<file path="src/rtl/perf_pkg.sv">
package perf_pkg;
  typedef enum logic [1:0] {
    MODE_ICACHE    = 2'd0,
    MODE_DCACHE    = 2'd1,
    MODE_FETCH_LAT = 2'd2,
    MODE_OFF       = 2'd3
  } perf_mode_e;

  localparam int NUM_CNT = 3;   // 0 cycle, 1 event A, 2 event B
  localparam int ADDR_W  = 2;

  localparam logic [ADDR_W-1:0] ADDR_CTRL = 2'd0;
  localparam logic [ADDR_W-1:0] ADDR_CYC  = 2'd1;
  localparam logic [ADDR_W-1:0] ADDR_EVA  = 2'd2;
  localparam logic [ADDR_W-1:0] ADDR_EVB  = 2'd3;

  localparam int CTRL_EN   = 0;
  localparam int CTRL_CLR  = 1;
  localparam int CTRL_MODE = 2;
  localparam int CTRL_OVF  = 4;
endpackage

</file>
<file path="src/rtl/perf_event_sel.sv">
module perf_event_sel
  import perf_pkg::*;
#(
  parameter int INC_W = 5
) (
  input  perf_mode_e       mode_i,
  input  logic             instr_exec_i,
  input  logic             ifetch_ext_i,
  input  logic             dc_access_i,
  input  logic [INC_W-1:0] dc_access_cnt_i,
  input  logic             dc_miss_i,
  input  logic             cache_op_i,
  input  logic             ifetch_stall_i,
  output logic [INC_W-1:0] inc_a_o,
  output logic [INC_W-1:0] inc_b_o
);
  localparam logic [INC_W-1:0] ONE  = INC_W'(1);
  localparam logic [INC_W-1:0] NONE = '0;

  always_comb begin
    inc_a_o = NONE;
    inc_b_o = NONE;
    unique case (mode_i)
      MODE_ICACHE: begin
        inc_a_o = instr_exec_i ? ONE : NONE;
        inc_b_o = ifetch_ext_i ? ONE : NONE;
      end
      MODE_DCACHE: begin
        inc_a_o = dc_access_i ? dc_access_cnt_i : NONE;
        // maintenance operations never count as misses
        inc_b_o = (dc_miss_i && !cache_op_i) ? ONE : NONE;
      end
      MODE_FETCH_LAT: begin
        inc_a_o = ifetch_stall_i ? ONE : NONE;
        inc_b_o = ifetch_ext_i ? ONE : NONE;
      end
      MODE_OFF: begin
        inc_a_o = NONE;
        inc_b_o = NONE;
      end
    endcase
  end
endmodule

</file>
<file path="src/rtl/perf_counter.sv">
module perf_counter #(
  parameter int CNT_W = 32,
  parameter int INC_W = 5
) (
  input  logic             clk_i,
  input  logic             rst_ni,
  input  logic             en_i,
  input  logic             clr_i,
  input  logic [INC_W-1:0] inc_i,
  output logic [CNT_W-1:0] cnt_o,
  output logic             wrap_o
);
  logic [CNT_W-1:0] cnt_q;
  logic [CNT_W:0]   sum;

  // one extra bit catches the carry of any increment up to 2**INC_W-1
  assign sum    = {1'b0, cnt_q} + {{(CNT_W + 1 - INC_W){1'b0}}, inc_i};
  assign wrap_o = en_i & ~clr_i & sum[CNT_W];
  assign cnt_o  = cnt_q;

  always_ff @(posedge clk_i or negedge rst_ni) begin
    if (!rst_ni)    cnt_q <= '0;
    else if (clr_i) cnt_q <= '0;
    else if (en_i)  cnt_q <= sum[CNT_W-1:0];
  end
endmodule

</file>
<file path="src/rtl/perf_ctrl_regs.sv">
module perf_ctrl_regs
  import perf_pkg::*;
#(
  parameter int CNT_W  = 32,
  parameter int DATA_W = 32
) (
  input  logic                            clk_i,
  input  logic                            rst_ni,
  input  logic                            we_i,
  input  logic [ADDR_W-1:0]               addr_i,
  input  logic [DATA_W-1:0]               wdata_i,
  input  logic [NUM_CNT-1:0][CNT_W-1:0]   cnt_i,
  input  logic [NUM_CNT-1:0]              wrap_i,
  output logic                            en_o,
  output logic                            clr_o,
  output perf_mode_e                      mode_o,
  output logic [NUM_CNT-1:0]              ovf_o,
  output logic [DATA_W-1:0]               rdata_o
);
  logic               en_q;
  perf_mode_e         mode_q;
  logic [NUM_CNT-1:0] ovf_q;
  logic               ctrl_wr;
  logic [NUM_CNT-1:0] ovf_w1c;
  logic               unused_wdata;

  assign ctrl_wr      = we_i && (addr_i == ADDR_CTRL);
  assign clr_o        = ctrl_wr && wdata_i[CTRL_CLR];
  assign ovf_w1c      = ctrl_wr ? wdata_i[CTRL_OVF +: NUM_CNT] : '0;
  assign unused_wdata = ^wdata_i[DATA_W-1:CTRL_OVF+NUM_CNT];

  always_ff @(posedge clk_i or negedge rst_ni) begin
    if (!rst_ni) begin
      en_q   <= 1'b0;
      mode_q <= MODE_ICACHE;
      ovf_q  <= '0;
    end else begin
      if (ctrl_wr) begin
        en_q   <= wdata_i[CTRL_EN];
        mode_q <= perf_mode_e'(wdata_i[CTRL_MODE +: 2]);
      end
      // set has priority over clear
      ovf_q <= (ovf_q & ~ovf_w1c) | wrap_i;
    end
  end

  assign en_o   = en_q;
  assign mode_o = mode_q;
  assign ovf_o  = ovf_q;

  always_comb begin
    rdata_o = '0;
    unique case (addr_i)
      ADDR_CTRL: begin
        rdata_o[CTRL_EN]              = en_q;
        rdata_o[CTRL_MODE +: 2]       = mode_q;
        rdata_o[CTRL_OVF +: NUM_CNT]  = ovf_q;
      end
      ADDR_CYC: rdata_o[CNT_W-1:0] = cnt_i[0];
      ADDR_EVA: rdata_o[CNT_W-1:0] = cnt_i[1];
      ADDR_EVB: rdata_o[CNT_W-1:0] = cnt_i[2];
    endcase
  end
endmodule

</file>
<file path="src/rtl/perf_event_counters.sv">
module perf_event_counters
  import perf_pkg::*;
#(
  parameter int CNT_W  = 32,
  parameter int INC_W  = 5,
  parameter int DATA_W = 32
) (
  input  logic              clk_i,
  input  logic              rst_ni,
  input  logic              instr_exec_i,
  input  logic              ifetch_ext_i,
  input  logic              dc_access_i,
  input  logic [INC_W-1:0]  dc_access_cnt_i,
  input  logic              dc_miss_i,
  input  logic              cache_op_i,
  input  logic              ifetch_stall_i,
  input  logic              reg_we_i,
  input  logic [1:0]        reg_addr_i,
  input  logic [DATA_W-1:0] reg_wdata_i,
  output logic [DATA_W-1:0] reg_rdata_o
);
  logic                          en_w;
  logic                          clr_w;
  perf_mode_e                    mode_w;
  logic [NUM_CNT-1:0]            ovf_w;
  logic [NUM_CNT-1:0]            wrap_w;
  logic [NUM_CNT-1:0][CNT_W-1:0] cnt_arr;
  logic [NUM_CNT-1:0][INC_W-1:0] inc_arr;

  assign inc_arr[0] = INC_W'(1);

  perf_event_sel #(.INC_W(INC_W)) u_sel (
    .mode_i          (mode_w),
    .instr_exec_i    (instr_exec_i),
    .ifetch_ext_i    (ifetch_ext_i),
    .dc_access_i     (dc_access_i),
    .dc_access_cnt_i (dc_access_cnt_i),
    .dc_miss_i       (dc_miss_i),
    .cache_op_i      (cache_op_i),
    .ifetch_stall_i  (ifetch_stall_i),
    .inc_a_o         (inc_arr[1]),
    .inc_b_o         (inc_arr[2])
  );

  for (genvar i = 0; i < NUM_CNT; i++) begin : g_cnt
    perf_counter #(.CNT_W(CNT_W), .INC_W(INC_W)) u_cnt (
      .clk_i  (clk_i),
      .rst_ni (rst_ni),
      .en_i   (en_w),
      .clr_i  (clr_w),
      .inc_i  (inc_arr[i]),
      .cnt_o  (cnt_arr[i]),
      .wrap_o (wrap_w[i])
    );
  end

  perf_ctrl_regs #(.CNT_W(CNT_W), .DATA_W(DATA_W)) u_regs (
    .clk_i   (clk_i),
    .rst_ni  (rst_ni),
    .we_i    (reg_we_i),
    .addr_i  (reg_addr_i),
    .wdata_i (reg_wdata_i),
    .cnt_i   (cnt_arr),
    .wrap_i  (wrap_w),
    .en_o    (en_w),
    .clr_o   (clr_w),
    .mode_o  (mode_w),
    .ovf_o   (ovf_w),
    .rdata_o (reg_rdata_o)
  );
endmodule

</file>
<file path="config.mk">
export PLATFORM = sky130hd
export DESIGN_NAME = perf_event_counters
export DESIGN_NICKNAME = d
export VERILOG_FILES = /design/src/rtl/perf_pkg.sv /design/src/rtl/perf_event_sel.sv /design/src/rtl/perf_counter.sv /design/src/rtl/perf_ctrl_regs.sv /design/src/rtl/perf_event_counters.sv
export SDC_FILE = /design/constraint.sdc
export NUM_CORES = 1
export LEC_CHECK = 0
export BUFFER_PORTS_ARGS = -buffer_cell sky130_fd_sc_hd__buf_2
export CAP_MARGIN = 20
export CORE_ASPECT_RATIO = 0.7
export CORE_UTILIZATION = 58
export CTS_CLUSTER_SIZE = 30
export DETAILED_ROUTE_END_ITERATION = 10
export PLACE_DENSITY_LB_ADDON = 0.1
export SLEW_MARGIN = 5
export SYNTH_ARGS = -nofsm -noshare
export SYNTH_HDL_FRONTEND = slang
export SYNTH_SLANG_ARGS = --single-unit
</file>
<file path="constraint.sdc">
create_clock -name clk_i -period 2.82 [get_ports clk_i]
set_clock_uncertainty 0.1 [all_clocks]
set_input_delay 0 -clock clk_i [delete_from_list [all_inputs] [get_ports clk_i]]
set_output_delay 0 -clock clk_i [all_outputs]
set_load 0.02 [all_outputs]
</file>
Word-level counts from Yosys, hierarchy flattened --
Index checks and enable logic that the tools add are counted.
Storage, ports and cells: flip-flop bits (word level) 102, input bits 48, output and inout bits 32, word-level logic and storage cells 49
Cells by class: add/sub/neg operators 3, eq/ne operators 6, mux-type cells 18, bitwise gates (word level) 8, reduce and logical (&&, ||, !) cells 8
Operators by type and width (count):
- 32-bit two-way mux | 6
- 25-bit case mux with 3 select lines | 1
- 32-bit by 5-bit adder with 33-bit output | 2
- 5-bit case mux with 4 select lines | 2
- 32-bit by 1-bit adder with 33-bit output, second input constant | 1
- 5-bit case mux with 3 select lines | 1
- 2-bit == test, second input constant | 4
- 5-bit two-way mux | 1
- 1-bit bitwise AND | 4
- 2-bit by 1-bit == test with 1-bit output, second input constant | 2
- 2-bit zero test | 2
- 1-bit two-way mux | 4
- 1-bit case mux with 4 select lines | 1
- 3-bit bitwise AND | 1
- 1-bit logical AND | 3
- 3-bit two-way mux | 1
- 3-bit NOT | 1
- 3-bit OR | 1
- 1-bit case mux with 3 select lines | 1
- 2-bit nonzero test | 1
- 2-bit OR reduction | 1
- 1-bit zero test | 1
- 1-bit NOT | 1

Longest topological paths before layout --
Gate-level depths: netlist of run 1.
word-level depth 7, depth in mapped cells 11, mapped depth without buffers 10

Hierarchy --
A second synthesis of run 1 with hierarchy kept.
Second synthesis, totals: cells, all modules 685, area total of the unflattened synthesis 6911.6 sq um
By module, submodules not included:
- perf_counter (g_cnt[0].u_cnt) | instances 1, cells each 192, area an instance 1923.1 sq um, seq. area each 800.8 sq um
- perf_counter (g_cnt[2].u_cnt) | instances 1, cells each 192, area an instance 1921.8 sq um, seq. area each 800.8 sq um
- perf_counter (g_cnt[1].u_cnt) | instances 1, cells each 192, area an instance 1833.0 sq um, seq. area each 800.8 sq um
- perf_ctrl_regs | instances 1, cells each 90, area an instance 1111.1 sq um, seq. area each 150.1 sq um
- perf_event_sel | instances 1, cells each 17, area an instance 115.1 sq um, seq. area each 0.0 sq um
- perf_event_counters | instances 1, cells each 2, area an instance 7.5 sq um, seq. area each 0.0 sq um

Least setup slack after synthesis of run 1 --
No wires, ideal clock.
kind flip-flop to flip-flop, start register u_regs.mode_q[1] (netlist: u_regs.mode_o[1]), end register g_cnt[1].u_cnt.cnt_q[26], setup time 0.077 ns, data arrival time 2.255 ns, data required time 2.643 ns, slack 0.388 ns, stages on the path, launching flop included 12, buffers on the path 1, clock period less this slack 2.432 ns, cells stage by stage dfrtp_1 mux2i_1 o21ai_0 ha_1 inv_1 fa_1 nor2b_1 o31a_2 buf_6 o2111ai_4 or3_1 a21oi_1
Between the ends: word-level cells in the longest chain between the ends 5, elaborated cells between the ends (all ways) 8, classes of those cells 1 x add/sub; 3 x eq/ne; 3 x mux; 1 x reduce/logical
Ends and longest elaborated chain:
- start, declared | line perf_ctrl_regs.sv:21 | perf_mode_e mode_q;
- start signal, assigned | line perf_ctrl_regs.sv:40 | mode_q <= perf_mode_e'(wdata_i[CTRL_MODE +: 2]);
- 2-bit == test (tied with other cells) | line perf_event_sel.sv:23 | unique case (mode_i)
- 5-bit case mux with 4 select lines * | line perf_event_sel.sv:23
- 32-bit by 5-bit adder with 33-bit output * | line perf_counter.sv:17 | assign sum = {1'b0, cnt_q} + {{(CNT_W + 1 - INC_W){1'b0}}, inc_i};
- 32-bit two-way mux * | line perf_counter.sv:24 | else if (en_i) cnt_q <= sum[CNT_W-1:0];
- 32-bit two-way mux * | line perf_counter.sv:23 | else if (clr_i) cnt_q <= '0;
- end signal, assigned | line perf_counter.sv:24
- end, declared | line perf_counter.sv:13 | logic [CNT_W-1:0] cnt_q;
Mark *: on every way between the ends. The rest lies on a longest branch, timed or not. The select of a mux whose other input is x is not followed. A chain may end at the register's enable or synchronous reset.

Final worst setup path of run 1 --
start register u_regs.mode_q[0] (netlist: u_regs.mode_o[0]), end register g_cnt[1].u_cnt.cnt_q[24]
The elaborated chain is that of the path after synthesis.

==> results of run 1 <==
==> layout make-up <==
type                    count  area share, %
multi-input cells         471           48.3
flip-flops and latches    102           37.1
repair buffers             78           7.19
clock buffers              14           4.12
well taps                 128           2.32
inverters                  14          0.763
clock inverters             2          0.200
==> how the worst max path moves through the flow <==
| stage | startpoint | end | slack (ps) | cells past startpoint |
|---|---|---|---|---|
| 3_3_place_gp | u_regs.mode_o[1] | g_cnt[1].u_cnt.cnt_o[30] | 150 | 10 |
| 6_report | u_regs.mode_o[0] | g_cnt[1].u_cnt.cnt_o[24] | 70 | 9 |
| 3_5_place_dp | u_regs.mode_o[1] | g_cnt[1].u_cnt.cnt_o[28] | 70 | 10 |
| 4_1_cts | u_regs.mode_o[1] | g_cnt[1].u_cnt.cnt_o[30] | 40 | 10 |
| 5_1_grt | u_regs.mode_o[1] | g_cnt[1].u_cnt.cnt_o[30] | -40 | 10 |
| 2_1_floorplan | u_regs.mode_o[1] | g_cnt[1].u_cnt.cnt_o[26] | 390 | 11 |
==> worst min-delay path: stages <==
cell and delay, ps:
sky130_fd_sc_hd__buf_2 70, sky130_fd_sc_hd__mux2_2 140, sky130_fd_sc_hd__ha_1 120, sky130_fd_sc_hd__mux2i_1 60, sky130_fd_sc_hd__nor2_1 80
==> through the flow <==
step,setup TNS (ps),setup slack [ps],util (%),instance area (µm²),total power [mW]
floorplan,0,388,-,6070,2.24
global placement,0,150,65.0,6460,2.44
detailed placement,0,70.0,65.0,6460,2.48
CTS,0,35.1,68.7,6830,3.71
global route,-40.6,-35.5,69.3,6890,3.89
finish,0,67.8,69.3,6890,3.72
==> layout by cell type (no fill, tap or decap), drive strengths merged, types with 9 or more instances in the layout <==
| master | instances |
|---|---|
| xor2 | 54 |
| a22o | 26 |
| nor3 | 11 |
| or3 | 19 |
| buf | 71 |
| nand2 | 40 |
| mux2 | 30 |
| mux2i | 9 |
| a21oi | 25 |
| and2 | 9 |
| and3 | 11 |
| dfrtp | 102 |
| o21ai | 24 |
| xnor2 | 12 |
| inv | 14 |
| nand4 | 37 |
| clkbuf | 14 |
| nor2 | 83 |
| nand3 | 30 |
==> report_power, final <==
part | switching [mW] | leakage, nW | internal, mW
combinational | 0.387 | 1.66 | 0.317
clock | 0.535 | 0.149 | 0.696
sequential | 0.191 | 1.39 | 1.60
total | 1.11 | 3.21 | 2.61
==> flip-flops by register name, indices dropped and copies added (netlist names) <==
name               flops
u_regs.en_o            1
u_regs.mode_o          2
u_regs.ovf_o           3
g_cnt.u_cnt.cnt_o     96
==> kinds of logic after synthesis <==
logic type | Yosys count | synth area share [%]
AND/OR/NAND/NOR | 256 | 22.6
buffers and inverters | 47 | 3.69
adder cells (fa/ha/maj) | 9 | 1.98
AO/OA/AOI/OAI | 95 | 10.9
flip-flops | 102 | 42.0
multiplexers | 45 | 9.27
XOR/XNOR | 66 | 9.52
==> metal layers <==
layer	share of wire [%]	up-vias	GRT usage, %	wire (µm)
met2	45	179	44.8	6970
met4	1.4	0	8.21	223
met1	47	2541	44.8	7420
met5	0	-	0	0
li1	-	2331	-	-
met3	6.6	24	5.07	1030
==> what timing repair did <==
action / in CTS / in global routing
hold buffers: 7 / 0
buffers inserted: 0 / 4
endpoints found under the setup margin: 0 / 13
gates resized for setup: 0 / 11
hold endpoints to repair: 48 / 0
==> summary by stage, run 1 <==
CTS
The H-tree was split into 3 levels. Clock latency on the worst-skew pair, taken at its later pin, is 350 ps. The total clock sinks is 102. Clock-pin slew was measured on the worst setup and hold paths at 70 ps.

In this run, CTS created clock tree buffers numbering 9. The root buffer cell chosen for the clock tree is sky130_fd_sc_hd__clkbuf_16. The TritonCTS clock tree is built. The maximum clock insertion buffer count is 2.

Cells and area
The final cell count without fillers is 809. The footprint of the multi-input gates is 3330 µm². The area growth from synthesis to final layout is 13.5%. Of the cells placed in the final design, the portion with a size suffix greater than 1 is 23.2%. The number of antenna diodes in the final layout is 0.

The layout has 764 filler cells. In the final design database the tool counted 733 nets. Registers take 2550 µm².

Floorplanning
The vertical die dimension is 87.6 µm. For this configuration, the core starts out at a cell density of 61.1%. The row count is 30.

The die extent in x is 124 µm. The area of the core is 9950 µm². The number of top-level design ports is 80. The die covers 10900 µm².

Setup path
Traced cell by cell, the critical path runs through and3b_2 -> and2_1 -> ha_1 -> nor2b_2 -> o31a_2 -> o2111ai_4 -> buf_4 -> xor2_1 -> nor2_1. The endpoint identified for the worst register-to-register timing path is g_cnt[1].u_cnt.cnt_o[24]. The worst register-to-register path has a depth of 9. STA classifies the critical path endpoint as a flop.

The type of the worst setup path is flop to flop. The setup check on the worst reg-to-reg path leaves a slack of 70 ps. In this design, the stage delay of the slowest critical-path cell is 450 ps. The endpoint required time on the critical path is 2950 ps.

The sort of element at the start of the critical path is a flop. The buffering stage count on the worst path with inverters included is 1. The top cell family by delay on the critical path is compound AO/OA/AOI/OAI gates. The startpoint identified for the worst register-to-register timing path is u_regs.mode_o[0].

Of all nets on the critical path, the largest fanout is 7. The slowest stage of the critical path is the sky130_fd_sc_hd__dfrtp_1 cell. The arrival time of the worst setup path is 2890 ps.

Timing
The count of pins over their slew limit came to 0. The worst hold margin is 53.8 ps. The worst path needs 2750 ps of the cycle, external delays included. The final number of hold-violating endpoints is 0. The worst slew margin relative to its limit is 32.7%. For the pin with the worst max-slew slack, the measured transition is 1000 ps. Setup violations remaining at the end of the flow were counted as 0. Of the available clock period, the critical path in the final layout requires 97.6%. Timing would allow up to 0.363 GHz.

Global routing
The first-pass GRT wire length is 25200 µm. The number of antenna violations at the first check in global routing is 0. The global-route congestion overflow total is 0. The number of global-route vias before repair is 4815. The pin count of the biggest net entering global routing is 61. The global routing usage summed across all routing layers is 29.9%.

Route
The number of vias per cell is 6.27. For this block, the initial DRC count from the detailed router was 480. Summed over all layers, the routed wires come to 15700 µm. Once detail routing completed, the nets flagged for antenna violations numbered 0. The via count of the routed design is 5075.

The number of optimization iterations in the first detailed-route pass is 5. The number of DRC violations after detailed routing is 0. The average wire per cell in the routed design is 19.3 µm.

Yosys
The commonest cells after synthesis are 102 x sky130_fd_sc_hd__dfrtp_1, 82 x sky130_fd_sc_hd__nor2_1, 54 x sky130_fd_sc_hd__xor2_1. The number of synthesized register bits is 102. The count of yosys warnings during synthesis is 0. Counting flops with a built-in enable in the synthesized netlist gives 0. In this run, distinct cell masters in the synthesized netlist total 56. The most area-hungry cell type in the Yosys netlist is sky130_fd_sc_hd__dfrtp_1. For this run, asynchronously set or reset flops after synthesis account for 100%.

The average size of a mapped cell is 9.80 µm². The most common flop cell mapped by yosys is sky130_fd_sc_hd__dfrtp_1. Sequential cells were found to cover 42.0% of the synthesized design area. Ranked by total cell area, the synthesized netlist is headed by sky130_fd_sc_hd__dfrtp_1 42%, sky130_fd_sc_hd__xor2_1 7.8%, sky130_fd_sc_hd__mux2_2 5.6%, sky130_fd_sc_hd__nor2_1 5.1%, sky130_fd_sc_hd__a22o_1 3.6%. Among all cell types in the netlist, the one instantiated most often is sky130_fd_sc_hd__dfrtp_1. The netlist area before placement is 6070 µm². The synthesized netlist cell count is 620.

The top cell type by area accounts for 42.0% of the synthesized area. The number of nets in the synthesized netlist is 677.

Run status
The run finished with clean final reports.

Run
The tool flagged a number of max-cap violations equal to 0.

Placed design
The number of input and output port buffers inserted is 54. The number of placed instances, taps included, is 782. The half-perimeter wire length of the detailed placement result is 11100 µm. At the end of routability-driven placement, the weighted congestion stood at 0.851.

Min path
The path class of the lowest-slack min-delay path is input pin to flop. The worst-case hold path end point is g_cnt[2].u_cnt.cnt_o[0]. The start point of the worst min-delay path is ifetch_ext_i. The worst hold path passes through 5 cells.

Pwr
The static leakage power is 3.21 nW. For this design the ratio of total power to cell area is 540 nW/µm². The peak supply drop is 0.357 mV.
Power figures use the tool's default switching activity.
==> run 2, diff against run 1 <==
==> constraint.sdc (replaced) <==
create_clock -name clk_i -period 2.82 [get_ports clk_i]
set_clock_uncertainty 0.1 [all_clocks]
set_input_delay 0.141 -clock clk_i [delete_from_list [all_inputs] [get_ports clk_i]]
set_output_delay 0.141 -clock clk_i [all_outputs]
set_load 0.02 [all_outputs]
==> run 2 against run 1 <==
Compared with the run above:
- die area stayed put
- clock power rose by 8%
- wire length decreased by 2.5%
- sequential power hardly changed
- maximum frequency is 1.7% higher
- non-clock buffer count unchanged
- critical endpoint is now g_cnt[1].u_cnt.cnt_o[16]
- largest power group unchanged
- highest routed layer unchanged
==> summary by stage, run 2 (synthesized netlist as in run 1, its figures left out) <==
Run status
The flow ran to the end, and the final reports show no timing, DRC or antenna violations.

Global routing
The global routing usage summed across all routing layers is 29.1% (-0.76 points). The number of global-route vias before repair is 4658 (-3.3%). The global-route congestion overflow total was 0 (unchanged). The pin count of the biggest net entering global routing came to 77 (+26%).

The number of antenna violations at the first check in global routing came to 0 (unchanged). The first-pass GRT wire length was 24600 µm (-2.3%).

CTS
The clock-pin slew of the registers on the worst-case setup and hold paths is 70 ps (about the same). The maximum clock insertion buffer count is 2 (unchanged). The total clock sinks is 102 (unchanged). The number of buffers added by the clock tree synthesis step was 9 (unchanged). The tree is rooted in a sky130_fd_sc_hd__clkbuf_16. TritonCTS built the clock tree. The clock latency on the worst-skew pair came to 350 ps (about the same). The number of H-tree levels was 3 (unchanged).

Min path
The worst hold path begins at reg_wdata_i[5]. The worst-case hold path end point is u_regs.ovf_o[1]. The tightest min-delay check is of the input pin to flop type. The number of cells on the worst hold path was 4 (-1).

Route
The remaining number of nets flagged by the antenna check after routing is 0 (unchanged). The number of DRC violations after detailed routing is 0 (unchanged). The via count of the routed design is 4979 (-1.9%). The starting DRC count in detailed routing was 411 (-14%). The post-detailed-routing wire length is 15300 µm (-2.5%).

The number of vias per cell is 6.15 (-1.9%). The average wire per cell in the routed design is 18.9 µm (-2.5%). The number of optimization iterations in the first detailed-route pass is 5 (unchanged).

Cells and area
The diode insertion count for antenna repair is 0 (unchanged). The area growth from synthesis to final layout is 13.7%. The final net count is 733 (unchanged). In the layout the commonest cells are 101 x sky130_fd_sc_hd__dfrtp_1, 82 x sky130_fd_sc_hd__nor2_1, 54 x sky130_fd_sc_hd__xor2_1. The summed area of non-filler cells in the final layout is 6910 µm² (+0.25%).

The share of final-layout standard cells stronger than drive strength 1 is 22.8% (-0.44 points). The number of flip-flops under the largest register name is 96 (unchanged). The library cell used most frequently in the layout, excluding fill and tap cells, is sky130_fd_sc_hd__dfrtp_1.

Setup path
The largest fanout of any net on the critical path is 7 (unchanged). The endpoint identified for the worst register-to-register timing path is g_cnt[1].u_cnt.cnt_o[16]. The worst register-to-register path begins at u_regs.mode_o[1]. The depth of the most critical reg-to-reg path was 10 (+1). The type of the worst setup path is flop to flop. The reg2reg setup slack came to 110 ps (+50 ps). STA classifies the critical path endpoint as a flop. The sort of element at the start of the critical path is a flop. The endpoint required time on the critical path is 2940 ps (about the same). The arrival time of the worst setup path came to 2830 ps (-60 ps).

Timing
The maximum clock frequency was 0.369 GHz (+1.7%). The minimum clock period after layout is 2710 ps (-45.4 ps). The setup-violating endpoint count in the final report came to 0 (unchanged).

The count of pins over their slew limit is 0 (unchanged). The worst slew margin relative to its limit came to 30.7% (-2.0 points). The worst-margin pin slew was 1040 ps (+30.3 ps). The part of the cycle the worst path needs is 96.0% (-1.6 points). The final number of hold-violating endpoints is 0 (unchanged).

Floorplanning
The initial core utilization is 61.1% (unchanged). The vertical die dimension is 87.6 µm (unchanged). The number of top-level design ports is 80 (unchanged). The row count is 30 (unchanged).

The area of the core is 9950 µm² (unchanged). The die extent in x is 124 µm (unchanged). The floorplan die area is 10900 µm² (unchanged).

Pwr
The peak supply drop is 0.484 mV (+36%). The static leakage power was 3.21 nW (+0.19%). The final total power came to 3.81 mW (+2.4%). The power per cell area is 552 nW/µm² (+2.2%).

Placed design
The standard cell area after detailed placement is 6480 µm² (+0.23%). The routability congestion estimate came to 0.836 (-1.8%). The half-perimeter wire length of the detailed placement result was 10900 µm (-2.2%).

The number of input and output port buffers inserted is 54 (unchanged).

Run
The max-capacitance violation count is 0 (unchanged).
## run 2: cell types whose count changed in the layout (fill, tap and decap cells not counted), sizes merged
cell         before  now
buf              71   72
clkinvlp          0    1
bufinv            0    1
dlygate4sd3       7    6
clkinv            2    0
## run 2: area by class of cell
| class | instances | area, µm² |
|---|---|---|
| multi-input cells | 471 | 3330 |
| fillers | 752 | 3040 |
| flip-flops and latches | 102 | 2550 |
| repair buffers | 78 | 493 |
| clock buffers | 14 | 284 |
| well taps | 128 | 160 |
| inverters | 14 | 52.6 |
| clock inverters | 2 | 37.5 |
## run 2: power by group
group	total (mW)	leakage [nW]	internal [mW]	switching, mW
Combinational	0.697	1.66	0.322	0.374
Clock	1.33	0.155	0.786	0.539
Sequential	1.79	1.39	1.60	0.194
## run 2: through the flow
| stage | utilization (%) | setup slack (ps) | TNS [ps] | instances | hold WS, ps |
|---|---|---|---|---|---|
| 5_1_grt | 69.5 | -4.15 | -4.15 | 809 | 78.9 |
| 4_1_cts | 69.0 | 28.6 | 0 | 806 | 56.5 |
| 6_report | 69.5 | 113 | 0 | 809 | 58.9 |
| 3_3_place_gp | 65.1 | 109 | 0 | 784 | 190 |
| 3_5_place_dp | 65.1 | 28.0 | 0 | 784 | 188 |
| 2_1_floorplan | - | 388 | 0 | 620 | -255 |
## run 2: critical path, stage by stage (launching register included)
cell and delay, ps:
sky130_fd_sc_hd__dfrtp_1 440, sky130_fd_sc_hd__and3b_2 310, sky130_fd_sc_hd__and2_1 180, sky130_fd_sc_hd__ha_4 220, sky130_fd_sc_hd__nor2b_2 160, sky130_fd_sc_hd__o31a_4 380, sky130_fd_sc_hd__buf_4 150, sky130_fd_sc_hd__buf_4 140
sky130_fd_sc_hd__o2111ai_1 220, sky130_fd_sc_hd__xor2_1 220, sky130_fd_sc_hd__nor2_1 60
## run 2: worst max path at each step
stage	startpoint	to	slack, ps	depth (start not counted)
2_1_floorplan	u_regs.mode_o[1]	g_cnt[1].u_cnt.cnt_o[26]	390	11
3_3_place_gp	u_regs.mode_o[1]	g_cnt[1].u_cnt.cnt_o[30]	110	10
3_5_place_dp	u_regs.mode_o[1]	g_cnt[1].u_cnt.cnt_o[26]	30	10
4_1_cts	u_regs.mode_o[1]	g_cnt[1].u_cnt.cnt_o[26]	30	10
5_1_grt	u_regs.mode_o[1]	g_cnt[1].u_cnt.cnt_o[30]	-4	10
6_report	u_regs.mode_o[1]	g_cnt[1].u_cnt.cnt_o[16]	110	10
## run 2: timing repair
action / CTS / global route
hold endpoints to repair: 67 / 0
resized for setup: 0 / 7
hold buffers: 6 / 0
buffers inserted: 0 / 3
setup endpoints to repair: 0 / 10
## run 2: layer usage
layer | global-route usage, % | routed length, µm | up-vias
li1 | - | - | 2333
met1 | 43.6 | 7330 | 2472
met2 | 43.9 | 6760 | 163
met3 | 6.35 | 1050 | 11
met4 | 5.37 | 113 | 0
met5 | 0 | 0 | -
